--- src/rtl/sat_alu_pkg.sv ---
package sat_alu_pkg;

    typedef enum logic [3:0] {
        OP_IDLE     = 4'd0,
        OP_SADD     = 4'd1,
        OP_SSUB     = 4'd2,
        OP_SADD_REC = 4'd3,
        OP_SDBL     = 4'd4,
        OP_SDBL_ADD = 4'd5,
        OP_UADD     = 4'd6,
        OP_USUB     = 4'd7,
        OP_SCLAMP   = 4'd8,
        OP_UCLAMP   = 4'd9,
        OP_SCLAMP2  = 4'd10,
        OP_UCLAMP2  = 4'd11
    } sat_op_e;

endpackage

--- src/rtl/sat_arith.sv ---
// Add/subtract/double datapath with signed and unsigned limiting.
module sat_arith
    import sat_alu_pkg::*;
#(
    parameter int DATA_W = 32
) (
    input  sat_op_e            op_i,
    input  logic [DATA_W-1:0]  a_i,
    input  logic [DATA_W-1:0]  b_i,
    output logic [DATA_W-1:0]  res_o,
    output logic               sat_o
);
    localparam logic [DATA_W-1:0] SMAX = {1'b0, {(DATA_W-1){1'b1}}};
    localparam logic [DATA_W-1:0] SMIN = {1'b1, {(DATA_W-1){1'b0}}};
    localparam logic [DATA_W-1:0] UMAX = {DATA_W{1'b1}};

    logic [DATA_W-1:0] sum_d, diff_d, dbl_d, qsum_d;
    logic [DATA_W:0]   usum_d, udiff_d;
    logic              sum_ov_d, diff_ov_d, dbl_hi_d, dbl_lo_d, qsum_ov_d;
    logic [DATA_W-1:0] a_clamp_d;

    always_comb begin
        // signed sum / difference overflow
        sum_d     = a_i + b_i;
        sum_ov_d  = (a_i[DATA_W-1] == b_i[DATA_W-1]) && (sum_d[DATA_W-1] != a_i[DATA_W-1]);
        diff_d    = a_i - b_i;
        diff_ov_d = (a_i[DATA_W-1] != b_i[DATA_W-1]) && (diff_d[DATA_W-1] != a_i[DATA_W-1]);
        a_clamp_d = a_i[DATA_W-1] ? SMIN : SMAX;

        // doubling of b: upper threshold 2^(W-2), lower threshold -(2^(W-2)) inclusive
        dbl_hi_d = !b_i[DATA_W-1] && b_i[DATA_W-2];
        dbl_lo_d = b_i[DATA_W-1] && (!b_i[DATA_W-2] || (b_i[DATA_W-3:0] == '0));
        if (dbl_hi_d) begin
            dbl_d = SMAX;
        end else if (dbl_lo_d) begin
            dbl_d = SMIN;
        end else begin
            dbl_d = {b_i[DATA_W-2:0], 1'b0};
        end

        // add of a and doubled b
        qsum_d    = a_i + dbl_d;
        qsum_ov_d = (a_i[DATA_W-1] == dbl_d[DATA_W-1]) && (qsum_d[DATA_W-1] != a_i[DATA_W-1]);

        // unsigned with carry/borrow
        usum_d  = {1'b0, a_i} + {1'b0, b_i};
        udiff_d = {1'b0, a_i} - {1'b0, b_i};

        res_o = '0;
        sat_o = 1'b0;
        unique case (op_i)
            OP_SADD: begin
                res_o = sum_ov_d ? a_clamp_d : sum_d;
                sat_o = sum_ov_d;
            end
            OP_SSUB: begin
                res_o = diff_ov_d ? a_clamp_d : diff_d;
                sat_o = diff_ov_d;
            end
            OP_SADD_REC: begin
                res_o = sum_d;
                sat_o = sum_ov_d;
            end
            OP_SDBL: begin
                res_o = dbl_d;
                sat_o = dbl_hi_d || dbl_lo_d;
            end
            OP_SDBL_ADD: begin
                res_o = qsum_ov_d ? a_clamp_d : qsum_d;
                sat_o = qsum_ov_d || dbl_hi_d || dbl_lo_d;
            end
            OP_UADD: begin
                res_o = usum_d[DATA_W] ? UMAX : usum_d[DATA_W-1:0];
                sat_o = usum_d[DATA_W];
            end
            OP_USUB: begin
                res_o = udiff_d[DATA_W] ? '0 : udiff_d[DATA_W-1:0];
                sat_o = udiff_d[DATA_W];
            end
            default: begin
                res_o = '0;
                sat_o = 1'b0;
            end
        endcase
    end

endmodule

--- src/rtl/sat_clamp.sv ---
// Clamps a signed value of IN_W bits to a bit position, signed or unsigned range.
module sat_clamp #(
    parameter int DATA_W = 32,
    parameter int IN_W   = 32,
    parameter int POS_W  = $clog2(DATA_W)
) (
    input  logic [IN_W-1:0]  val_i,
    input  logic [POS_W-1:0] pos_i,
    input  logic             uns_i,
    output logic [IN_W-1:0]  val_o,
    output logic             sat_o
);
    localparam int CW = DATA_W + 2;

    logic signed [CW-1:0] ext_d, lim_d, hi_d, lo_d, clamped_d;

    always_comb begin
        ext_d = {{(CW-IN_W){val_i[IN_W-1]}}, val_i};
        lim_d = {{(CW-1){1'b0}}, 1'b1} << pos_i;
        hi_d  = lim_d - 1;
        lo_d  = uns_i ? '0 : -lim_d;

        clamped_d = ext_d;
        sat_o     = 1'b0;
        if (ext_d > hi_d) begin
            clamped_d = hi_d;
            sat_o     = 1'b1;
        end else if (ext_d < lo_d) begin
            clamped_d = lo_d;
            sat_o     = 1'b1;
        end
        val_o = clamped_d[IN_W-1:0];
    end

endmodule

--- src/rtl/sat_alu.sv ---
module sat_alu
    import sat_alu_pkg::*;
#(
    parameter int DATA_W = 32,
    parameter int LANES  = 2,
    parameter int POS_W  = $clog2(DATA_W)
) (
    input  logic              clk_i,
    input  logic              rst_ni,
    input  logic [3:0]        op_i,
    input  logic [DATA_W-1:0] a_i,
    input  logic [DATA_W-1:0] b_i,
    input  logic [POS_W-1:0]  pos_i,
    input  logic              clr_i,
    output logic [DATA_W-1:0] result_o,
    output logic              sticky_o
);
    localparam int LANE_W = DATA_W / LANES;
    localparam logic [DATA_W-1:0] SMAX = {1'b0, {(DATA_W-1){1'b1}}};

    typedef struct packed {
        logic [DATA_W-1:0] result;
        logic              sticky;
    } state_t;

    state_t  state_d, state_q;
    sat_op_e op;
    logic    uns_sel;

    assign op      = sat_op_e'(op_i);
    assign uns_sel = (op == OP_UCLAMP) || (op == OP_UCLAMP2);

    // arithmetic datapath
    logic [DATA_W-1:0] arith_res;
    logic              arith_sat;

    sat_arith #(.DATA_W(DATA_W)) u_arith (
        .op_i  (op),
        .a_i   (a_i),
        .b_i   (b_i),
        .res_o (arith_res),
        .sat_o (arith_sat)
    );

    // full-width clamp
    logic [DATA_W-1:0] full_res;
    logic              full_sat;

    sat_clamp #(.DATA_W(DATA_W), .IN_W(DATA_W), .POS_W(POS_W)) u_full (
        .val_i (a_i),
        .pos_i (pos_i),
        .uns_i (uns_sel),
        .val_o (full_res),
        .sat_o (full_sat)
    );

    // per-lane clamps
    logic [DATA_W-1:0] lane_res;
    logic [LANES-1:0]  lane_sat;

    for (genvar g = 0; g < LANES; g++) begin : g_lane
        sat_clamp #(.DATA_W(DATA_W), .IN_W(LANE_W), .POS_W(POS_W)) u_lane (
            .val_i (a_i[g*LANE_W +: LANE_W]),
            .pos_i (pos_i),
            .uns_i (uns_sel),
            .val_o (lane_res[g*LANE_W +: LANE_W]),
            .sat_o (lane_sat[g])
        );
    end

    logic sat_d;

    always_comb begin
        state_d = state_q;
        sat_d   = 1'b0;
        unique case (op)
            OP_SADD, OP_SSUB, OP_SADD_REC, OP_SDBL, OP_SDBL_ADD, OP_UADD, OP_USUB: begin
                state_d.result = arith_res;
                sat_d          = arith_sat;
            end
            OP_SCLAMP, OP_UCLAMP: begin
                state_d.result = full_res;
                sat_d          = full_sat;
            end
            OP_SCLAMP2, OP_UCLAMP2: begin
                state_d.result = lane_res;
                sat_d          = |lane_sat;
            end
            default: begin
                sat_d = 1'b0;
            end
        endcase
        // clear has priority over any set in the same cycle
        state_d.sticky = clr_i ? 1'b0 : (state_q.sticky || sat_d);
    end

    always_ff @(posedge clk_i or negedge rst_ni) begin
        if (!rst_ni) begin
            state_q <= '0;
        end else begin
            state_q <= state_d;
        end
    end

    assign result_o = state_q.result;
    assign sticky_o = state_q.sticky;

    // clear wins over a same-cycle set
    p_clear_wins_r11: assert property (@(posedge clk_i) disable iff (!rst_ni)
        clr_i |=> !sticky_o);

    // the flag never drops without a clear
    p_sticky_keeps_r11: assert property (@(posedge clk_i) disable iff (!rst_ni)
        (sticky_o && !clr_i) |=> sticky_o);

    // idle code holds both outputs
    p_idle_holds_r12: assert property (@(posedge clk_i) disable iff (!rst_ni)
        (op_i == 4'd0 && !clr_i) |=> ($stable(result_o) && $stable(sticky_o)));

    // recording add returns the wrapped sum
    p_rec_wraps_r4: assert property (@(posedge clk_i) disable iff (!rst_ni)
        (op_i == 4'd3) |=> (result_o == $past(a_i + b_i)));

    // unsigned subtract floors at zero when b exceeds a
    p_usub_floor_r7: assert property (@(posedge clk_i) disable iff (!rst_ni)
        (op_i == 4'd7 && a_i < b_i && !clr_i) |=> (result_o == '0 && sticky_o));

    // positive overflow of the signed add gives the top value
    p_sadd_top_r2: assert property (@(posedge clk_i) disable iff (!rst_ni)
        (op_i == 4'd1 && !a_i[DATA_W-1] && !b_i[DATA_W-1] && (a_i + b_i) >= {1'b1, {(DATA_W-1){1'b0}}})
        |=> (result_o == SMAX));

    // position 0 signed clamp leaves only 0 or -1
    p_sclamp_pos0_r8: assert property (@(posedge clk_i) disable iff (!rst_ni)
        (op_i == 4'd8 && pos_i == '0) |=> (result_o == '0 || result_o == '1));

endmodule

--- config.mk ---
export PLATFORM = sky130hd
export DESIGN_NAME = sat_alu
export DESIGN_NICKNAME = d
export VERILOG_FILES = /design/src/rtl/sat_alu_pkg.sv /design/src/rtl/sat_arith.sv /design/src/rtl/sat_clamp.sv /design/src/rtl/sat_alu.sv
export SDC_FILE = /design/constraint.sdc
export NUM_CORES = 1
export LEC_CHECK = 0
export BUFFER_PORTS_ARGS = -buffer_cell sky130_fd_sc_hd__buf_2
export CAP_MARGIN = 20
export CELL_PAD_IN_SITES_DETAIL_PLACEMENT = 1
export CELL_PAD_IN_SITES_GLOBAL_PLACEMENT = 1
export CORE_MARGIN = 3
export CORE_UTILIZATION = 40
export DETAILED_ROUTE_END_ITERATION = 6
export GPL_ROUTABILITY_DRIVEN = 0
export HOLD_SLACK_MARGIN = 0.03
export PLACE_DENSITY = 0.77
export SYNTH_ARGS = -nofsm -noshare
export SYNTH_HDL_FRONTEND = slang
export SYNTH_SLANG_ARGS = --single-unit
--- constraint.sdc ---
create_clock -name clk_i -period 2.1 [get_ports clk_i]
set_input_delay 0 -clock clk_i [delete_from_list [all_inputs] [get_ports clk_i]]
set_output_delay 0 -clock clk_i [all_outputs]
set_load 0.01 [all_outputs]
==> flow_summary_export.csv, run 1 <==
group,metric,value,unit
status,status,"stopped before the end",
status,stop_stage,"5_1_grt",
status,error,"[ERROR GRT-0116] Global routing finished with congestion. Check the congestion regions in the DRC Viewer.",
synth,synth-async-reset-ratio,1.000,
synth,synth_common_cells,"ha_1, nor2_1, a21oi_1",
global_route,grt_pass1_vias,34060,
synth,synth_top_area_frac,0.2267,
floorplanning,die_w,196.5,µm
synth,synth-edff-count,0,
global_route,grt_max_degree,43,
synth,synth.most_common_cell,"ha_1",
synth,yosys.cell_types.count,96,
placed_design,io_buffer_count,108,
synth,post_synth.cell_area_avg,6.924,µm²
placed_design,dp_hpwl,87870,µm
floorplanning,initial_core_util,0.4070,
synth,yosys.area.top_type,"ha_1",
global_route,grtUsageTotal,0.8783,
synth,ys.flop_type,"dfrtp_1",
cts,cts_made_buffers,5,
synth,synth-seq-cells,33,
global_route,grt_pass1_wl,259900,µm
global_route,grt_overflow,811,
placed_design,dpl_cell_area,21170,µm²
synth,synthCells,2096,
cts,cts_max_level,2,
placed_design,placed_cells,3311,
synth,synth_area_leaders,"ha_1, a21oi_1, nor2_1, dfrtp_1, o21ai_0",
cts,cts.sinks,33,
cts,clock-root-buffer,"clkbuf_16",
floorplanning,rows,69,
synth,yosysWarnings,0,
synth,syn_area,14510,µm²
floorplanning,io-pin-count,109,
floorplanning,fp.dieH,196.5,µm
synth,synth-seq-area-share,0.05690,
cts,cts_max_path_buffers,2,
layer usage:
| metal | overflow | GRT usage |
|---|---|---|
| met1 | 27 | 0.8470 |
| met2 | 515 | 1.017 |
| met3 | 19 | 0.7795 |
| met4 | 244 | 0.9076 |
| met5 | 6 | 0.4988 |
cell families after synthesis:
family / count (synthesis) / share of synthesized area
adders and majority gates: 268 / 0.2330
xor gates and xnor gates: 76 / 0.04587
and+or+nand+nor: 716 / 0.2404
DFF: 33 / 0.05690
muxes: 29 / 0.02043
other: 1 / 0.0002584
AOI/OAI and AO/OA: 756 / 0.3445
buffers and inverters: 217 / 0.05871
what timing repair did:
action                     4_1_cts
resized for setup              365
buffers inserted                71
pin swaps                      161
setup endpoints to repair       33
hold endpoints to repair        34
hold buffers                     2
cloned                           2
per-stage QoR:
stage          worst slack, ns  utilization  setup TNS, ns  hold slack [ns]
3_3_place_gp            -2.950       0.5938         -90.55           0.1604
4_1_cts                 -2.191       0.6639         -68.43           0.2544
2_1_floorplan           -2.315            -         -71.09          -0.2956
3_5_place_dp            -3.427       0.5938        -104.51           0.1827
==> run 2, diff against run 1 <==
Settings changed: CELL_PAD_IN_SITES_DETAIL_PLACEMENT 1 to not set, CELL_PAD_IN_SITES_GLOBAL_PLACEMENT 1 to not set, CORE_UTILIZATION 40 to 25, HOLD_SLACK_MARGIN 0.03 to not set, PLACE_DENSITY 0.77 to not set, PLACE_DENSITY_LB_ADDON set to 0.15.
==> run 2 against run 1 <==
Effect of this change:
- the flow now finishes, with violations (negative setup slack)
- synthesized area did not move
- synthesized cell count did not move
==> flow_summary_export.csv, run 2 <==
group,metric,value,unit
status,status,"complete, but fails checks",
status,violations,"negative setup slack",
synth,yosys.area.top_type,"ha_1",
critical_path,cp.arrival,4.40,ns
cells_and_area,instances_no_fill,3713,
cts,clock-root-buffer,"clkbuf_16",
cells_and_area,drive_gt1_frac,0.4180,
route,first_pass_iters,5,
timing,max_freq,236.9,MHz
cts,cts_max_level,2,
synth,synth-edff-count,0,
cells_and_area,utilization,0.4262,
min_path,holdPathStages,4,
route,viasPerCell,5.639,
timing,setup_tns,-65.93,ns
cts,cts_tree,"built",
critical_path,rr_startpoint,"result_o[9]",
cells_and_area,fin_nets,3299,
floorplanning,io-pin-count,109,
floorplanning,rows,87,
placed_design,dp_hpwl,76530,µm
placed_design,dp_slack,-2.950,ns
critical_path,slowest_stage,"or4_1",
pwr,p_per_area,401.3,nW/µm²
critical_path,endpoint_kind,"flip-flop",
synth,syn_area,14510,µm²
critical_path,cp_common_cell,"buf_4",
route,vias,20940,
cells_and_area,final_common_cell,"buf_4",
critical_path,r2r_cells,4,
synth,synth-seq-area-share,0.05690,
cts,cts.sinks,33,
floorplanning,initial_core_util,0.2549,
timing,finalHoldViolCount,0,
critical_path,crit_fanout,15,
floorplanning,dieArea,60980,µm²
min_path,holdPathEnd,"result_o[7]",
global_route,grtUsageTotal,0.2926,
min_path,hp-class,"in2reg",
critical_path,r2r_end,"result_o[9]",
global_route,grt_overflow,0,
placed_design,placed_cells,3634,
route,antenna_left,0,
timing,rsz0062_at_grt,"true",
timing,max_slew_margin,0.3573,
synth,synth-seq-cells,33,
min_path,hp-start,"a_i[7]",
cts,cts_made_buffers,5,
global_route,antenna_found_initial,4,
pwr,power_leakage,11.44,nW
timing,hold_slack,0.2762,ns
critical_path,rrSetupSlack,0.52,ns
synth,ys.flop_type,"dfrtp_1",
timing,slew_violations,0,
placed_design,io_buffer_count,108,
critical_path,crit_start,"b_i[19]",
synth,synth_top_area_frac,0.2267,
timing,worst_pin_slew,0.9641,ns
synth,synthCells,2096,
global_route,grt_pass1_vias,20540,
timing,final.setup_skew,0,ns
synth,post_synth.cell_area_avg,6.924,µm²
cts,worstSkewPairLatency,0.29,ns
timing,layout_min_cycle_time,4.221,ns
route,wl_per_cell,24.82,µm
route,drc,0,
cells_and_area,syn2layout_area_growth,67.19,%
synth,yosys.cell_types.count,96,
pwr,peakVddDrop,0.2577,mV
synth,synth_common_cells,"ha_1, nor2_1, a21oi_1",
cells_and_area,fill_cells,5885,
run,drv_cap,0,
cts,clk_pin_slew,0.06,ns
timing,fin_ws,-2.121,ns
synth,synth-async-reset-ratio,1.000,
cells_and_area,largest_reg_flops,32,
floorplanning,coreArea,56930,µm²
cells_and_area,final_cell_mix,"buf_4, ha_1, nor2_1, a21oi_1, nand2_1",
floorplanning,fp.dieH,246.9,µm
synth,synth.most_common_cell,"ha_1",
global_route,grt_pass1_wl,133400,µm
cts,cts_max_path_buffers,2,
timing,finalCritPeriodShare,2.010,
critical_path,worstPathRequired,2.28,ns
critical_path,crit_type,"in2reg",
critical_path,cp-start-kind,"input pin",
cells_and_area,antenna-diode-count,0,
synth,yosysWarnings,0,
route,wirelength,92170,µm
floorplanning,die_w,246.9,µm
critical_path,crit_chain,"buf_6 -> or4_4 -> nor3_4 -> nand4_1 -> buf_6 -> a21oi_4 -> buf_4 -> nor2_1 -> ha_1 -> nand2_1 -> or4_1 -> a21oi_4 -> o211ai_1 -> buf_4 -> and2_4 -> a21o_1 -> buf_4 -> buf_4 -> o21a_1 -> o32a_1",
route,drt_iter0_drc,2259,
synth,synth_area_leaders,"ha_1, a21oi_1, nor2_1, dfrtp_1, o21ai_0",
critical_path,cp_slowest_stage_delay,0.64,ns
global_route,grt_max_degree,43,
timing,setup_viol,33,
==> run 2: cell counts after synthesis <==
Identical to the previous run, type by type.
==> run 2: report_power, final <==
group / internal, mW / total, mW / switching (mW)
Clock: 0.595 / 0.934 / 0.339
Combinational: 3.59 / 7.82 / 4.23
Sequential: 0.778 / 0.984 / 0.206
Total: 4.96 / 9.74 / 4.78
==> run 2: timing repair <==
item / 4_1_cts / 5_1_grt
pin swaps: 109 / 90
gates resized for setup: 206 / 157
endpoints found under the setup margin: 33 / 33
hold buffers: 2 / 0
endpoints found under the hold margin: 34 / 0
gates cloned: 1 / 0
setup buffers: 49 / 28
==> run 2: worst max path at each step <==
stage                    to  depth (start not counted)  slack [ns]
6_report       result_o[16]                         20       -2.12
5_1_grt        result_o[21]                         22       -2.25
4_1_cts         result_o[9]                         20       -2.15
3_5_place_dp   result_o[19]                         21       -2.95
3_3_place_gp   result_o[22]                         23       -2.79
2_1_floorplan   result_o[8]                         22       -2.32
==> run 2: logic make-up after synthesis <==
logic type | synth area share
adders and majority gates | 0.2330
AOI/OAI and AO/OA | 0.3445
other | 0.0002584
xor gates and xnor gates | 0.04587
buffers and inverters | 0.05871
muxes | 0.02043
DFF | 0.05690
and+or+nand+nor | 0.2404
==> run 2: cell type report <==
| class | instances | area, µm² | area share |
|---|---|---|---|
| inverters | 111 | 419.2 | 0.01728 |
| flip-flops and latches | 33 | 825.8 | 0.03403 |
| multi-input cells | 1851 | 14570 | 0.6003 |
| repair buffers | 954 | 7335 | 0.3023 |
| well taps | 756 | 945.9 | 0.03899 |
| clock inverters | 1 | 30.03 | 0.001238 |
| clock buffers | 7 | 142.6 | 0.005879 |
==> run 2: critical path, delay by kind of cell <==
kind,cells,cell delay (ns)
compound gates,6,1.26
fa+ha+maj,1,0.30
buf+inv,6,1.02
simple gates,7,1.80
==> run 2: layer usage <==
layer	up-vias	GRT usage	wire length (µm)
li1	9607	-	-
met1	10040	0.4093	40640
met2	1049	0.4533	39340
met3	240	0.03719	7494
met4	4	0.1153	4668
met5	-	0	24
==> run 2: metrics by stage <==
stage	total power [mW]	area (µm²)
after floorplan	4.116	14850
after global placement	7.700	21790
after detailed placement	7.754	21790
after CTS	9.211	23350
after global routing	10.26	24260
final	9.737	24260
(Power assumes the default switching activity.)
